## src/rtl/lsu_lane_steer.sv

```systemverilog
module lsu_lane_steer (
  input  logic [31:0] instr,
  input  logic [31:0] ra_val,
  input  logic [31:0] rb_val,
  input  logic [31:0] rd_val,
  input  logic [31:0] mem_rdata,
  output logic [31:0] mem_addr,
  output logic [3:0]  mem_be,
  output logic [31:0] mem_wdata,
  output logic        mem_we,
  output logic        mem_excl,
  output logic        ld_en,
  output logic [31:0] ld_data,
  output logic        illegal
);
  localparam logic [5:0]  OP_HALF_RR = 6'h35;
  localparam logic [5:0]  OP_WORD_RR = 6'h36;
  localparam logic [5:0]  OP_LDB_I   = 6'h38;
  localparam logic [5:0]  OP_LDH_I   = 6'h39;
  localparam logic [5:0]  OP_LDW_I   = 6'h3A;
  localparam logic [5:0]  OP_STB_I   = 6'h3C;
  localparam logic [5:0]  OP_STH_I   = 6'h3D;
  localparam logic [5:0]  OP_STW_I   = 6'h3E;
  localparam logic [10:0] FN_PLAIN   = 11'h000;
  localparam logic [10:0] FN_SWAP    = 11'h200;
  localparam logic [10:0] FN_EXCL    = 11'h400;
  localparam logic [1:0]  SZ_B = 2'd0, SZ_H = 2'd1, SZ_W = 2'd2;

  wire [5:0]  op = instr[31:26];
  wire [10:0] fn = instr[10:0];

  logic       is_st, is_ld, swap, xcl;
  logic [1:0] sz;

  always_comb begin
    is_st = 1'b0;
    is_ld = 1'b0;
    swap  = 1'b0;
    xcl   = 1'b0;
    sz    = SZ_W;
    case (op)
      OP_HALF_RR: begin
        sz = SZ_H;
        if (fn == FN_PLAIN) is_st = 1'b1;
        else if (fn == FN_SWAP) begin is_st = 1'b1; swap = 1'b1; end
      end
      OP_WORD_RR: begin
        if (fn == FN_PLAIN) is_st = 1'b1;
        else if (fn == FN_SWAP) begin is_st = 1'b1; swap = 1'b1; end
        else if (fn == FN_EXCL) begin is_st = 1'b1; xcl = 1'b1; end
      end
      OP_LDB_I: begin is_ld = 1'b1; sz = SZ_B; end
      OP_LDH_I: begin is_ld = 1'b1; sz = SZ_H; end
      OP_LDW_I: is_ld = 1'b1;
      OP_STB_I: begin is_st = 1'b1; sz = SZ_B; end
      OP_STH_I: begin is_st = 1'b1; sz = SZ_H; end
      OP_STW_I: is_st = 1'b1;
      default: ;
    endcase
  end

  wire        imm_form = (op[5:3] == 3'b111);
  wire [31:0] offset_v = imm_form ? {{16{instr[15]}}, instr[15:0]} : rb_val;
  assign mem_addr = ra_val + offset_v;

  wire [1:0] lane = (sz == SZ_B) ? mem_addr[1:0] :
                    (sz == SZ_H) ? {mem_addr[1], 1'b0} : 2'b00;

  wire [3:0] be_unit = (sz == SZ_B) ? (4'b1000 >> lane) :
                       (sz == SZ_H) ? (4'b1100 >> lane) : 4'b1111;

  wire [15:0] half_src = swap ? {rd_val[7:0], rd_val[15:8]} : rd_val[15:0];
  wire [31:0] word_src = swap ? {rd_val[7:0], rd_val[15:8], rd_val[23:16], rd_val[31:24]}
                              : rd_val;

  wire [31:0] rd_shift = mem_rdata << {lane, 3'b000};

  assign illegal  = !(is_st || is_ld);
  assign mem_we   = is_st;
  assign mem_excl = is_st && xcl;
  assign ld_en    = is_ld;
  assign mem_be   = illegal ? 4'b0000 : be_unit;

  assign mem_wdata = !is_st       ? 32'h0 :
                     (sz == SZ_B) ? {4{rd_val[7:0]}} :
                     (sz == SZ_H) ? {2{half_src}} : word_src;

  assign ld_data = !is_ld       ? 32'h0 :
                   (sz == SZ_B) ? {24'h0, rd_shift[31:24]} :
                   (sz == SZ_H) ? {16'h0, rd_shift[31:16]} : mem_rdata;
endmodule


```

## config.mk

```make
export PLATFORM = sky130hd
export DESIGN_NAME = lsu_lane_steer
export DESIGN_NICKNAME = d
export VERILOG_FILES = /design/src/rtl/lsu_lane_steer.sv
export SDC_FILE = /design/constraint.sdc
export NUM_CORES = 1
export LEC_CHECK = 0
export ABC_AREA = 1
export BUFFER_PORTS_ARGS = -buffer_cell sky130_fd_sc_hd__buf_2
export CAP_MARGIN = 15
export CORE_MARGIN = 2
export CORE_UTILIZATION = 40
export DETAILED_ROUTE_END_ITERATION = 8
export PLACE_DENSITY = 0.71
export SLEW_MARGIN = 5
export SYNTH_ARGS = -nofsm -noshare
export SYNTH_HDL_FRONTEND = slang
export SYNTH_SLANG_ARGS = --single-unit
```

## constraint.sdc

```tcl
create_clock -name vclk -period 11.3
set_clock_uncertainty 0.1 [all_clocks]
set_input_delay 2.26 -clock vclk [all_inputs]
set_output_delay 2.26 -clock vclk [all_outputs]
set_load 0.02 [all_outputs]
```

==> flow_summary.ini <==
[setup_path]
crit_path_end_kind = output pin
required_ps = 8940
startpoint_type = primary input
critPathKind = in -> out
cp.arrival_ps = 5180
cp_max_fo = 31

[run]
maxCapViolCount = 0

[cts]
postCtsSetupRepairBufs = 0
postCtsHoldBufs = 0
cts_resized = 0

[global_route]
antenna_found_initial = 2
gr-total-overflow = 0
grt_start_max_net_pins = 44
grt_pass1_wl_um = 26300
grt_usage_pct = 26.5
grt_pass1_vias = 5770

[route]
drt_wl_total_um = 16800
drtIter0Drc = 510
dr_total_vias = 6585
vias_per_cell = 5.08
ant_nets = 0
drc_errors = 0
wire_per_inst_um = 13.0
dr.pass1.iters = 5

[status]
outcome = finished clean

[logic_synthesis]
synth_area_leaders = nand2_1 (32%), ha_1 (11%), nor2_1 (9.0%)
ys_seq_area_share_pct = 0
yosysTopAreaCell = nand2_1
synth_area_mm2 = 0.00439
ys_types = 41
synth_top_area_share_pct = 31.9
synthesis.nets = 1124
avgSynthCellArea_um2 = 4.74
yosys_warnings = 0
synth_cells = 925

[timing]
min_period_ps = 7540
setup_slack_ps = 3760
slew_viol_final = 0
hold_viol = 0
setup_viol = 0
maxSlewHeadroom_pct = 54.9
tns_ps = 0
tightest_slew_ps = 674
clock.fmax_mhz = 133
rsz0062_at_grt = no
timing.final.crit_share_pct = 66.7

[worst_hold_path]
whs_path_depth = 4
min_to = ld_data[31]
worstHoldStart = mem_rdata[31]
holdCritPathClass = in -> out

[placement]
place_congestion = 0.994
dp_hpwl_um = 13900
pre_cts_ws_ps = 3800
portBuffers = 254

[finish]
design.seq.count = 0
drive_above_1_share_pct = 24.3
syn2layout_area_growth_pct = 30.3
n_clock_buffer = 0
nets = 1355
final_cell_mix = nand2_1 (373), buf_2 (254), nor2_1 (105), inv_1 (101), o21ai_0 (74)
ff_latch_area_um2 = 0
layout_commonest_cell = nand2_1

[floorplan]
io_pins = 264
fp.dieW_um = 109
initial_utilization_pct = 40.8
dieArea_mm2 = 0.0118
num_rows = 38
core-area_mm2 = 0.0107
die_h_um = 109

[power]
peakVddDrop_uv = 37.1
powerDensity_mw_per_mm2 = 51.5
leakagePower_nw = 3.65
## per-layer routing
metal | vias to the layer above | GRT usage [%] | routed length, um
met5 | - | 0 | 0
met4 | 0 | 3.94 | 249
met3 | 22 | 2.15 | 1230
met2 | 261 | 44.9 | 7620
met1 | 2888 | 37.2 | 7710
li1 | 3414 | - | -
## Yosys cell counts, drive strengths merged, types with 3 or more instances
| cell | instances |
|---|---|
| nand3 | 57 |
| nor2 | 110 |
| clkbuf | 14 |
| buf | 12 |
| nand2 | 382 |
| xor2 | 15 |
| a21oi | 58 |
| xnor2 | 3 |
| ha | 38 |
| inv | 105 |
| nor3 | 18 |
| nand4 | 7 |
| o21ai | 87 |
## worst max path at each step
stage / startpoint / end / slack, ps / depth (start not counted)
3_5_place_dp: instr[30] / mem_be[0] / 3800 / 15
5_1_grt: instr[30] / mem_addr[19] / 3560 / 16
2_1_floorplan: instr[30] / mem_be[1] / 4090 / 15
4_1_cts: instr[30] / mem_be[0] / 3790 / 15
3_3_place_gp: instr[30] / mem_be[1] / 3810 / 15
6_report: instr[30] / mem_be[1] / 3760 / 15
## where the power goes
group	switching [mW]	internal, mW	total [mW]
combinational	0.191	0.103	0.294
clock	0	0.0000000237	0.0000000237
sequential	0	0	0
## metrics by stage
step / area, um2 / hold slack, ps / cells / total power, mW / utilization [%]
CTS: 5710 / 4760 / 1294 / 0.292 / 53.1
global placement: 5710 / 4760 / 1294 / 0.289 / 53.1
detailed placement: 5710 / 4760 / 1294 / 0.290 / 53.1
global route: 5710 / 4780 / 1295 / 0.325 / 53.2
floorplan: 4390 / 4510 / 925 / 0.192 / -
finish: 5710 / 4760 / 1296 / 0.294 / 53.2
## cell families (layout without fill, tap and decap cells)
group | Yosys count | in the layout | synth area share (%)
other | 0 | 2 | 0
AND/OR/NAND/NOR | 581 | 581 | 54.3
XOR/XNOR | 18 | 18 | 3.60
adder cells (fa/ha/maj) | 39 | 39 | 11.3
AO/OA/AOI/OAI | 154 | 154 | 18.5
buffers and inverters | 133 | 362 | 12.3
## worst max-delay path, cell delays in order
cell and delay [ps]:
buf_2 110, nand2_1 70, inv_2 50, nand2_4 220, inv_4 200, nand2_1 120, nand2_1 60, ha_1 230
fa_1 680, inv_1 140, nor2_2 420, ha_1 230, o22ai_1 80, nor2_1 120, buf_2 170
## layout make-up
type,count,area (um2)
Tap cell,140,175
Inverter,107,410
Timing Repair Buffer,255,1280
Multi-Input combinational cell,792,3840
Antenna cell,2,5.00
Fill cell,1255,5030
No activity file was read; power rests on OpenSTA's default activity.
